## src/rtl/pms_pkg.sv

```systemverilog
package pms_pkg;
  typedef enum logic [2:0] {
    ST_RUN    = 3'd0,
    ST_BUSREL = 3'd1,
    ST_SLEEP  = 3'd2,
    ST_SWSTBY = 3'd3,
    ST_SETTLE = 3'd4,
    ST_HWSTBY = 3'd5,
    ST_HWRST  = 3'd6,
    ST_SUBACT = 3'd7
  } pm_state_e;
endpackage

```

## src/rtl/pms_sync.sv

```systemverilog
module pms_sync #(
  parameter int unsigned W = 1,
  parameter logic [W-1:0] RST_VAL = '0
) (
  input  logic         clk_i,
  input  logic         rst_ni,
  input  logic [W-1:0] d_i,
  output logic [W-1:0] q_o
);
  logic [W-1:0] s1_q, s2_q;

  always_ff @(posedge clk_i or negedge rst_ni) begin
    if (!rst_ni) begin
      s1_q <= RST_VAL;
      s2_q <= RST_VAL;
    end else begin
      s1_q <= d_i;
      s2_q <= s1_q;
    end
  end

  assign q_o = s2_q;
endmodule

```

## src/rtl/pms_cnt.sv

```systemverilog
module pms_cnt #(
  parameter int unsigned W = 4
) (
  input  logic         clk_i,
  input  logic         rst_ni,
  input  logic         ld_i,
  input  logic [W-1:0] val_i,
  output logic         zero_o
);
  logic [W-1:0] cnt_q;

  always_ff @(posedge clk_i or negedge rst_ni) begin
    if (!rst_ni)              cnt_q <= '0;
    else if (ld_i)            cnt_q <= val_i;
    else if (cnt_q != '0)     cnt_q <= cnt_q - 1'b1;
  end

  assign zero_o = (cnt_q == '0);

  AST_CNT_NO_WRAP: assert property (@(posedge clk_i) disable iff (!rst_ni)
    (zero_o && !ld_i) |=> zero_o);
endmodule

```

## src/rtl/pms_fsm.sv

```systemverilog
module pms_fsm
  import pms_pkg::*;
#(
  parameter int unsigned NMST      = 2,
  parameter int unsigned SUBACT_EN = 1
) (
  input  logic            clk_i,
  input  logic            rst_ni,
  input  logic            sleep_i,
  input  logic            ssby_i,
  input  logic            lson_i,
  input  logic            wdt_sel_i,
  input  logic            hw_run_i,
  input  logic [NMST-1:0] bus_req_i,
  input  logic            irq_i,
  input  logic            ext_irq_i,
  input  logic            cnt_zero_i,
  output pm_state_e       state_o,
  output logic            cnt_ld_o,
  output logic            cnt_rst_sel_o,
  output logic [NMST-1:0] bus_gnt_o
);
  localparam bit HAS_SUBACT = (SUBACT_EN != 0);

  pm_state_e       st_q, st_d;
  logic [NMST-1:0] gnt_q, gnt_d, pick;
  logic            any_req, any_irq;

  assign any_req = |bus_req_i;
  assign any_irq = irq_i | ext_irq_i;

  always_comb begin
    st_d          = st_q;
    cnt_ld_o      = 1'b0;
    cnt_rst_sel_o = 1'b0;
    if (!hw_run_i) begin
      st_d = ST_HWSTBY;
    end else begin
      unique case (st_q)
        ST_RUN: begin
          if (any_req) st_d = ST_BUSREL;
          else if (sleep_i) begin
            if (!ssby_i && !lson_i)                    st_d = ST_SLEEP;
            else if (ssby_i && !lson_i && !wdt_sel_i)  st_d = ST_SWSTBY;
            else if (HAS_SUBACT)                       st_d = ST_SUBACT;
          end
        end
        ST_BUSREL: if (!any_req) st_d = ST_RUN;
        ST_SLEEP:  if (any_irq) st_d = any_req ? ST_BUSREL : ST_RUN;
        ST_SWSTBY: if (ext_irq_i) begin
          st_d     = ST_SETTLE;
          cnt_ld_o = 1'b1;
        end
        ST_SETTLE: if (cnt_zero_i) st_d = ST_RUN;
        ST_HWSTBY: begin
          st_d          = ST_HWRST;
          cnt_ld_o      = 1'b1;
          cnt_rst_sel_o = 1'b1;
        end
        ST_HWRST:  if (cnt_zero_i) st_d = ST_RUN;
        ST_SUBACT: if (any_irq) st_d = ST_RUN;
        default:   st_d = ST_RUN;
      endcase
    end
  end

  // lowest index wins a new arbitration
  always_comb begin
    pick = '0;
    for (int i = NMST - 1; i >= 0; i--) begin
      if (bus_req_i[i]) begin
        pick    = '0;
        pick[i] = 1'b1;
      end
    end
  end

  always_comb begin
    gnt_d = '0;
    if (st_d == ST_BUSREL || st_d == ST_SLEEP)
      gnt_d = (|(gnt_q & bus_req_i)) ? gnt_q : pick;
  end

  always_ff @(posedge clk_i or negedge rst_ni) begin
    if (!rst_ni) begin
      st_q  <= ST_RUN;
      gnt_q <= '0;
    end else begin
      st_q  <= st_d;
      gnt_q <= gnt_d;
    end
  end

  assign state_o   = st_q;
  assign bus_gnt_o = gnt_q;

  AST_HW_PRIO: assert property (@(posedge clk_i) disable iff (!rst_ni)
    !hw_run_i |=> st_q == ST_HWSTBY);
  AST_GNT_ONEHOT: assert property (@(posedge clk_i) disable iff (!rst_ni)
    $onehot0(bus_gnt_o));
  AST_GNT_STATE: assert property (@(posedge clk_i) disable iff (!rst_ni)
    (|bus_gnt_o) |-> (st_q == ST_BUSREL || st_q == ST_SLEEP));
  AST_BUS_RELEASE: assert property (@(posedge clk_i) disable iff (!rst_ni)
    (st_q == ST_BUSREL && !any_req && hw_run_i) |=> (st_q == ST_RUN && bus_gnt_o == '0));
  AST_SLEEP_WAKE: assert property (@(posedge clk_i) disable iff (!rst_ni)
    (st_q == ST_SLEEP && any_irq && !any_req && hw_run_i) |=> st_q == ST_RUN);
  AST_SWSTBY_HOLD: assert property (@(posedge clk_i) disable iff (!rst_ni)
    (st_q == ST_SWSTBY && !ext_irq_i && hw_run_i) |=> st_q == ST_SWSTBY);
endmodule

```

## src/rtl/pms_out.sv

```systemverilog
module pms_out
  import pms_pkg::*;
#(
  parameter int unsigned NMOD = 4
) (
  input  logic            clk_i,
  input  logic            rst_ni,
  input  pm_state_e       state_i,
  input  logic            med_spd_i,
  input  logic [NMOD-1:0] mod_stop_i,
  output logic            cpu_halt_o,
  output logic            clk_en_o,
  output logic            periph_rst_o,
  output logic            io_hold_o,
  output logic            med_clk_o,
  output logic [NMOD-1:0] mod_stop_o
);
  assign cpu_halt_o   = !(state_i == ST_RUN || state_i == ST_SUBACT);
  assign clk_en_o     = !(state_i == ST_SWSTBY || state_i == ST_SETTLE || state_i == ST_HWSTBY);
  assign periph_rst_o = (state_i == ST_HWSTBY || state_i == ST_HWRST);
  assign io_hold_o    = (state_i == ST_SWSTBY || state_i == ST_SETTLE);

  always_ff @(posedge clk_i or negedge rst_ni) begin
    if (!rst_ni) med_clk_o <= 1'b0;
    else         med_clk_o <= med_spd_i;
  end

  for (genvar m = 0; m < NMOD; m++) begin : g_mstp
    always_ff @(posedge clk_i or negedge rst_ni) begin
      if (!rst_ni) mod_stop_o[m] <= 1'b0;
      else         mod_stop_o[m] <= mod_stop_i[m];
    end
  end
endmodule

```

## src/rtl/pwr_mode_seq.sv

```systemverilog
module pwr_mode_seq
  import pms_pkg::*;
#(
  parameter int unsigned NMST      = 2,
  parameter int unsigned NMOD      = 4,
  parameter int unsigned SETTLE_W  = 4,
  parameter int unsigned RST_CYC   = 5,
  parameter int unsigned SUBACT_EN = 1
) (
  input  logic                clk_i,
  input  logic                rst_ni,
  input  logic                sleep_i,
  input  logic                ssby_i,
  input  logic                lson_i,
  input  logic                wdt_sel_i,
  input  logic                stby_ni,
  input  logic [NMST-1:0]     bus_req_i,
  input  logic                irq_i,
  input  logic                ext_irq_i,
  input  logic [SETTLE_W-1:0] settle_i,
  input  logic                med_spd_i,
  input  logic [NMOD-1:0]     mod_stop_i,
  output logic [2:0]          state_o,
  output logic                cpu_halt_o,
  output logic                clk_en_o,
  output logic                periph_rst_o,
  output logic                io_hold_o,
  output logic [NMST-1:0]     bus_gnt_o,
  output logic                med_clk_o,
  output logic [NMOD-1:0]     mod_stop_o
);
  localparam int unsigned RW    = (RST_CYC > 2) ? $clog2(RST_CYC) : 1;
  localparam int unsigned CNT_W = (SETTLE_W > RW) ? SETTLE_W : RW;
  localparam logic [CNT_W-1:0] RST_LEN = CNT_W'(RST_CYC - 1);

  logic             hw_run, cnt_ld, cnt_rst_sel, cnt_zero;
  logic [CNT_W-1:0] cnt_val;
  pm_state_e        st;

  pms_sync #(.W(1), .RST_VAL(1'b1)) u_sync (
    .clk_i(clk_i), .rst_ni(rst_ni), .d_i(stby_ni), .q_o(hw_run)
  );

  assign cnt_val = cnt_rst_sel ? RST_LEN : CNT_W'(settle_i);

  pms_cnt #(.W(CNT_W)) u_cnt (
    .clk_i(clk_i), .rst_ni(rst_ni), .ld_i(cnt_ld), .val_i(cnt_val), .zero_o(cnt_zero)
  );

  pms_fsm #(.NMST(NMST), .SUBACT_EN(SUBACT_EN)) u_fsm (
    .clk_i(clk_i), .rst_ni(rst_ni), .sleep_i(sleep_i), .ssby_i(ssby_i),
    .lson_i(lson_i), .wdt_sel_i(wdt_sel_i), .hw_run_i(hw_run),
    .bus_req_i(bus_req_i), .irq_i(irq_i), .ext_irq_i(ext_irq_i),
    .cnt_zero_i(cnt_zero), .state_o(st), .cnt_ld_o(cnt_ld),
    .cnt_rst_sel_o(cnt_rst_sel), .bus_gnt_o(bus_gnt_o)
  );

  pms_out #(.NMOD(NMOD)) u_out (
    .clk_i(clk_i), .rst_ni(rst_ni), .state_i(st), .med_spd_i(med_spd_i),
    .mod_stop_i(mod_stop_i), .cpu_halt_o(cpu_halt_o), .clk_en_o(clk_en_o),
    .periph_rst_o(periph_rst_o), .io_hold_o(io_hold_o), .med_clk_o(med_clk_o),
    .mod_stop_o(mod_stop_o)
  );

  assign state_o = st;

  AST_STBY_GATED: assert property (@(posedge clk_i) disable iff (!rst_ni)
    io_hold_o |-> (!clk_en_o && cpu_halt_o));
  AST_PRST_HALT: assert property (@(posedge clk_i) disable iff (!rst_ni)
    periph_rst_o |-> cpu_halt_o);
  AST_RUN_CLOCKED: assert property (@(posedge clk_i) disable iff (!rst_ni)
    !cpu_halt_o |-> (clk_en_o && !periph_rst_o));
endmodule

```

## config.mk

```make
export PLATFORM = sky130hd
export DESIGN_NAME = pwr_mode_seq
export DESIGN_NICKNAME = d
export VERILOG_FILES = /design/src/rtl/pms_pkg.sv /design/src/rtl/pms_sync.sv /design/src/rtl/pms_cnt.sv /design/src/rtl/pms_fsm.sv /design/src/rtl/pms_out.sv /design/src/rtl/pwr_mode_seq.sv
export SDC_FILE = /design/constraint.sdc
export NUM_CORES = 1
export LEC_CHECK = 0
export BUFFER_PORTS_ARGS = -buffer_cell sky130_fd_sc_hd__buf_2
export CORE_ASPECT_RATIO = 0.9
export CORE_MARGIN = 2
export CORE_UTILIZATION = 50
export CTS_BUF_LIST = sky130_fd_sc_hd__clkbuf_8
export DETAILED_ROUTE_END_ITERATION = 10
export PLACE_DENSITY_LB_ADDON = 0.05
export SYNTH_ARGS = -nofsm -noshare
export SYNTH_HDL_FRONTEND = slang
export SYNTH_SLANG_ARGS = --single-unit
```

## constraint.sdc

```tcl
create_clock -name clk_i -period 2.3 [get_ports clk_i]
set_input_delay 0.23 -clock clk_i [delete_from_list [all_inputs] [get_ports clk_i]]
set_output_delay 0.23 -clock clk_i [all_outputs]
set_load 0.05 [all_outputs]
```

==> impl_metrics.tcl, run 1 <==
set metrics [dict create \
    worstPathArrival_ns 1.95 \
    slew_viol_final 0 \
    antenna_found_initial 0 \
    grtUsageTotal_pct 19.7 \
    coreArea_sq_um 1700 \
    tightestPinTransition_ns 0.546 \
    cts_tree "built" \
    yosysSeqAreaShare_pct 43.7 \
    final_nets 146 \
    p_switching_w 0.000629 \
    totalWireLength_mm 1.81 \
    clkSlewWorstSetupHoldPaths_ns 0.06 \
    ant_nets 0 \
    grt_max_degree 17 \
    hold_viol 0 \
    synth_cell_types 41 \
    pin_count 34 \
    setup_tns_ns 0 \
    syn-num-nets 110 \
    synth_cells 89 \
    drive_above_1_share_pct 42.7 \
    syn_area_sq_um 922 \
    top_usage_layer "met2" \
    endpoint_kind "register" \
    die_w_um 49.3 \
    cp_cell_sequence "inv_1 > ha_1 > nor3b_2 > nor3b_1 > a32o_1 > a21oi_1 > nor4b_2" \
    finalNonFillerCells 148 \
    power.total_w 0.00138 \
    grt_pass1_wl_mm 3.24 \
    synthArstFlopShare_pct 100 \
    p_comb_share_pct 49.8 \
    max_freq_mhz 548 \
    required_ns 2.42 \
    cpMaxStageDelayCell "dfrtp_1" \
    criticalPathCategory "register to register" \
    cp_slowest_stage_delay_ns 0.40 \
    layout_commonest_cell "buf_2" \
    max-vdd-ir-drop_mv 0.695 \
    use_met3_pct 5.63 \
    rsz0062_at_grt "no" \
    cts.sinks 16 \
    use_met2_pct 33.8 \
    diodes 0 \
    place_hpwl_mm 1.39 \
    synth_area_per_cell_sq_um 10.4 \
    use_met1_pct 24.9 \
    fin_skew_ns 0.00198 \
    post_drt_wl_per_cell_um 12.2 \
    path_buf_inv 1 \
    cap_violations 0 \
    grt_overflow_total 0 \
    outcome "finished, final reports clean" \
    placed_cells 143 \
    area_growth_pct 25.0 \
    drc 0 \
    clockPowerShare_pct 17.4 \
    p_per_area_nw_per_um2 1200 \
    start_kind "register" \
    htreeDepth 1 \
    die-area_sq_um 2200 \
    grt_pass1_vias 759 \
    row_count 14 \
    switching_share_pct 45.5 \
    start_util_pct 54.3 \
    cts-root-buf "clkbuf_8" \
    via_count 764 \
    drtPass1Iterations 3 \
    drtIter0Drc 11 \
    relSlewSlack_pct 63.6 \
    synth_ff_type "dfrtp_1" \
    path_delay_family "compound AO/OA/AOI/OAI gates" \
    gp_congestion 0.766 \
    clock_latency_ns 0.24 \
    r2r_slack_ns 0.48 \
    total_leakage_power_nw 0.544 \
    power.internal_w 0.000753 \
    numCtsBuffers 3 \
    hold_class "input port to register" \
    synth_edf_count 0 \
    setup_violations 0 \
    cts_setup_buffers 0 \
    min_period_ns 1.82 \
    fin_crit_sh_pct 79.3 \
    clockBufferDepth 2 \
    port_buffers 33 \
    power_frac_seq_pct 32.8 \
    ys_ff_latch 16 \
    cp_max_fo 4 \
    layout_common_cells "buf_2, dfrtp_1, nand2_1" \
    vias_per_cell 5.16 \
    ys_warn_count 0 \
    fp.dieH_um 44.7 \
]
[registers in the layout, indices dropped and copies added (netlist names)]
register,cells
u_out.med_clk_o,1
u_cnt.cnt_q,4
u_sync.q_o,1
u_sync.s1_q,1
u_fsm.bus_gnt_o,2
u_out.mod_stop_o,4
u_fsm.state_o,3
[per-layer routing]
metal  wire length, um  part of all wire [%]
met5                 0                     0
met4                10                  0.55
met1               803                    44
met3                95                   5.2
met2               902                    50
[layout make-up]
| type | instances | area [sq um] |
|---|---|---|
| Clock buffer | 4 | 55.1 |
| Fill cell | 168 | 547 |
| Inverter | 3 | 11.3 |
| Multi-Input combinational cell | 67 | 478 |
| Sequential cell | 16 | 403 |
| Tap cell | 24 | 30.0 |
| Timing Repair Buffer | 34 | 175 |
[timing repair]
item                       CTS  global route
hold buffers                 1             0
setup endpoints to repair    0             0
resized for setup            0             0
hold endpoints to repair    14             0
[final timing paths]
check | depth (start not counted) | end | from
setup / recovery | 7 | u_fsm.bus_gnt_o[1]$_DFFE_PN0P_ | u_cnt.cnt_q[0]$_DFFE_PN0P_
setup reg to reg | 7 | u_fsm.bus_gnt_o[1]$_DFFE_PN0P_ | u_cnt.cnt_q[0]$_DFFE_PN0P_
hold reg to reg | 0 | u_sync.q_o$_DFF_PN1_ | u_sync.s1_q$_DFF_PN1_
min in group asynchronous | 2 | u_fsm.bus_gnt_o[1]$_DFFE_PN0P_ | rst_ni
max in group asynchronous | 2 | u_sync.q_o$_DFF_PN1_ | rst_ni
hold / removal | 1 | u_sync.s1_q$_DFF_PN1_ | stby_ni
[synthesized netlist by cell type, types with 2 or more instances]
master / count / area (sq um)
a211o_1: 2 / 17.5
a21oi_1: 8 / 40.0
buf_6: 3 / 33.8
dfrtp_1: 14 / 350
dfstp_2: 2 / 52.6
inv_1: 3 / 11.3
mux2i_1: 2 / 20.0
nand2_1: 11 / 41.3
nand4_1: 2 / 12.5
nor2_1: 8 / 30.0
nor3_1: 3 / 15.0
o21ai_0: 2 / 10.0
[power groups by stage]
stage	Sequential [W]	Combinational (W)	Clock [W]
final	0.000454	0.000688	0.000241
after global routing	0.000470	0.000749	0.000259
after CTS	0.000455	0.000695	0.000247
after detailed placement	0.000459	0.000687	0
after global placement	0.000452	0.000677	0
after floorplan	0.000495	0.000530	0
[kinds of logic after synthesis]
group,count (synthesis),synth area share (%)
XOR/XNOR,2,1.90
flip-flops,16,43.7
buffers and inverters,6,4.88
multiplexers,2,2.17
adder cells (fa/ha/maj),1,1.36
AND/OR/NAND/NOR,41,29.3
AO/OA/AOI/OAI,21,16.7
[per-stage QoR]
stage | hold slack, ns | area, sq um | utilization, % | worst slack, ns
after global placement | 0.148 | 1090 | 64.0 | 0.591
final | 0.0831 | 1150 | 67.8 | 0.475
after global routing | 0.0712 | 1150 | 67.8 | 0.281
after CTS | 0.0775 | 1150 | 67.8 | 0.459
after floorplan | -0.0656 | 926 | - | 0.118
after detailed placement | 0.152 | 1090 | 64.0 | 0.473
Power figures use the tool's default switching activity.
==> run 2: changes to the inputs <==
--- a/config.mk
+++ b/config.mk
@@ -8,7 +8,7 @@
 export BUFFER_PORTS_ARGS = -buffer_cell sky130_fd_sc_hd__buf_2
 export CORE_ASPECT_RATIO = 0.9
 export CORE_MARGIN = 2
-export CORE_UTILIZATION = 50
+export CORE_UTILIZATION = 45
 export CTS_BUF_LIST = sky130_fd_sc_hd__clkbuf_8
 export DETAILED_ROUTE_END_ITERATION = 10
 export PLACE_DENSITY_LB_ADDON = 0.05
==> constraint.sdc (replaced) <==
create_clock -name clk_i -period 1.5 [get_ports clk_i]
set_input_delay 0.15 -clock clk_i [delete_from_list [all_inputs] [get_ports clk_i]]
set_output_delay 0.15 -clock clk_i [all_outputs]
set_load 0.05 [all_outputs]
==> run 2 against run 1 <==
The run now ends with setup timing left. Die area up 10%. Final cell count rose by 22%. Global-route usage grew 0.23 points.
==> impl_metrics.tcl, run 2 (same netlist as run 1, synthesis figures left out) <==
set metrics [dict create \
    fin_skew_ns 0.00997 \
    drtPass1Iterations 4 \
    drc 0 \
    grt_pass1_vias 779 \
    seq_area_sq_um 407 \
    cpMaxStageDelayCell "dfrtp_2" \
    slew_viol_final 0 \
    port_buffers 33 \
    post_drt_wl_per_cell_um 13.2 \
    htreeDepth 1 \
    reg2reg_to "u_fsm.bus_gnt_o[0]$_DFFE_PN0P_" \
    final_nets 177 \
    hold_viol 0 \
    cp_slowest_stage_delay_ns 0.44 \
    hold_class "input port to register" \
    start_util_pct 47.7 \
    fin_crit_sh_pct 109 \
    worstHoldEndpoint "u_cnt.cnt_q[0]$_DFFE_PN0P_" \
    setup_violations 7 \
    multi_input_area_sq_um 618 \
    pin_count 34 \
    tightestPinTransition_ns 0.357 \
    max-vdd-ir-drop_mv 1.33 \
    clockBufferDepth 2 \
    worstPathArrival_ns 1.79 \
    r2r_slack_ns -0.13 \
    failed_checks "setup timing" \
    cts-root-buf "clkbuf_8" \
    start_kind "register" \
    totalWireLength_mm 2.38 \
    required_ns 1.66 \
    p_per_area_nw_per_um2 1830 \
    row_count 15 \
    gp_congestion 0.804 \
    cp_max_fo 5 \
    layout_common_cells "buf_2, buf_4, dfrtp_1" \
    diodes 0 \
    utilization_pct 83.9 \
    via_count 917 \
    clock_latency_ns 0.26 \
    criticalPathCategory "register to register" \
    coreArea_sq_um 1930 \
    fin_ws_ns -0.133 \
    outcome "complete, but fails checks" \
    cp_cell_sequence "buf_2 > buf_4 > nand3b_4 > a21boi_4 > a31oi_4 > nand4b_4 > nor4_4" \
    endpoint_kind "register" \
    drive_above_1_share_pct 61.9 \
    whs_ns 0.149 \
    grt_max_degree 17 \
    fp.dieH_um 46.9 \
    antenna_found_initial 0 \
    fill_cells 122 \
    finalNonFillerCells 180 \
    clkSlewWorstSetupHoldPaths_ns 0.07 \
    layout_commonest_cell "buf_2" \
    die-area_sq_um 2430 \
    rsz0062_at_grt "yes" \
    placed_cells 158 \
    reg2reg_from "u_fsm.state_o[1]$_DFF_PN0_" \
    grt_pass1_wl_mm 3.47 \
    place_hpwl_mm 1.54 \
    cap_violations 0 \
    relSlewSlack_pct 76.0 \
    total_leakage_power_nw 0.763 \
    hold_depth 3 \
    drtIter0Drc 24 \
    max_freq_mhz 612 \
    grt_overflow_total 0 \
    ant_nets 0 \
    min_from "settle_i[0]" \
    area_growth_pct 76.0 \
    cts_tree "built" \
    r2r_cells 7 \
    min_period_ns 1.63 \
    numCtsBuffers 3 \
    grtUsageTotal_pct 19.9 \
    cts.sinks 16 \
    vias_per_cell 5.09 \
    die_w_um 51.7 \
]
==> run 2: changes by cell type in the layout (fill, tap and decap cells not counted), moves of 4 or more <==
cell           change
buf_6              +8
nand2_1            -4
dlygate4sd3_1      +6
buf_4             +16
==> run 2: stage by stage <==
step                      instance area [sq um]  TNS (ns)  worst slack, ns  total power [W]
final                                      1620    -0.331           -0.133          0.00298
after global placement                     1260    -0.201           -0.102          0.00205
after detailed placement                   1260    -0.381           -0.197          0.00208
after CTS                                  1490    -0.279           -0.118          0.00270
after floorplan                             985    -0.200          -0.0953          0.00168
after global routing                       1620    -0.866           -0.232          0.00313
==> run 2: how the worst max path moves through the flow <==
stage,start,endpoint,slack [ns]
2_1_floorplan,u_cnt.cnt_q[0]$_DFFE_PN0P_,u_fsm.bus_gnt_o[1]$_DFFE_PN0P_,-0.1
3_5_place_dp,u_cnt.cnt_q[0]$_DFFE_PN0P_,u_fsm.bus_gnt_o[0]$_DFFE_PN0P_,-0.20
4_1_cts,u_cnt.cnt_q[0]$_DFFE_PN0P_,u_fsm.bus_gnt_o[0]$_DFFE_PN0P_,-0.12
5_1_grt,u_cnt.cnt_q[1]$_DFFE_PN0P_,u_fsm.bus_gnt_o[1]$_DFFE_PN0P_,-0.23
6_report,u_fsm.state_o[1]$_DFF_PN0_,u_fsm.bus_gnt_o[0]$_DFFE_PN0P_,-0.13
3_3_place_gp,u_cnt.cnt_q[1]$_DFFE_PN0P_,u_fsm.bus_gnt_o[1]$_DFFE_PN0P_,-0.10
==> run 2: critical path: cells and delay by family, from the launching register on <==
| family | cells | cell delay (ns) |
|---|---|---|
| flops | 1 | 0.44 |
| compound gates | 2 | 0.26 |
| buf+inv | 2 | 0.31 |
| simple gates | 3 | 0.53 |
==> run 2: power by group <==
part | total, W | leakage [nW] | internal, W | switching [W]
Sequential | 0.000643 | 0.186 | 0.000537 | 0.000106
Clock | 0.000385 | 0.0288 | 0.000233 | 0.000152
Combinational | 0.00195 | 0.549 | 0.000937 | 0.00101
==> run 2: per-layer routing <==
layer / routed length [um] / global-route usage [%] / part of all wire, % / vias up
met5: 0 / 0 / 0 / -
met4: 22 / 4.74 / 0.92 / 0
met3: 99 / 7.01 / 4.2 / 4
met2: 1250 / 34.6 / 53 / 29
met1: 1010 / 24.2 / 42 / 433
li1: - / - / - / 451
==> run 2: area by class of cell <==
cell class                 instances  share of cell area, %
clock buffer                       4                   3.39
inverter                           3                  0.694
multi-input combinational         67                   38.1
sequential                        16                   25.1
tap                               25                   1.93
timing repair buffer              65                   30.8
==> run 2: timing repair <==
action | in CTS | in global routing
hold buffers | 7 | 0
setup endpoints to repair | 7 | 10
endpoints found under the hold margin | 20 | 0
setup buffers | 8 | 3
pin swaps | 2 | 8
gates resized for setup | 16 | 21
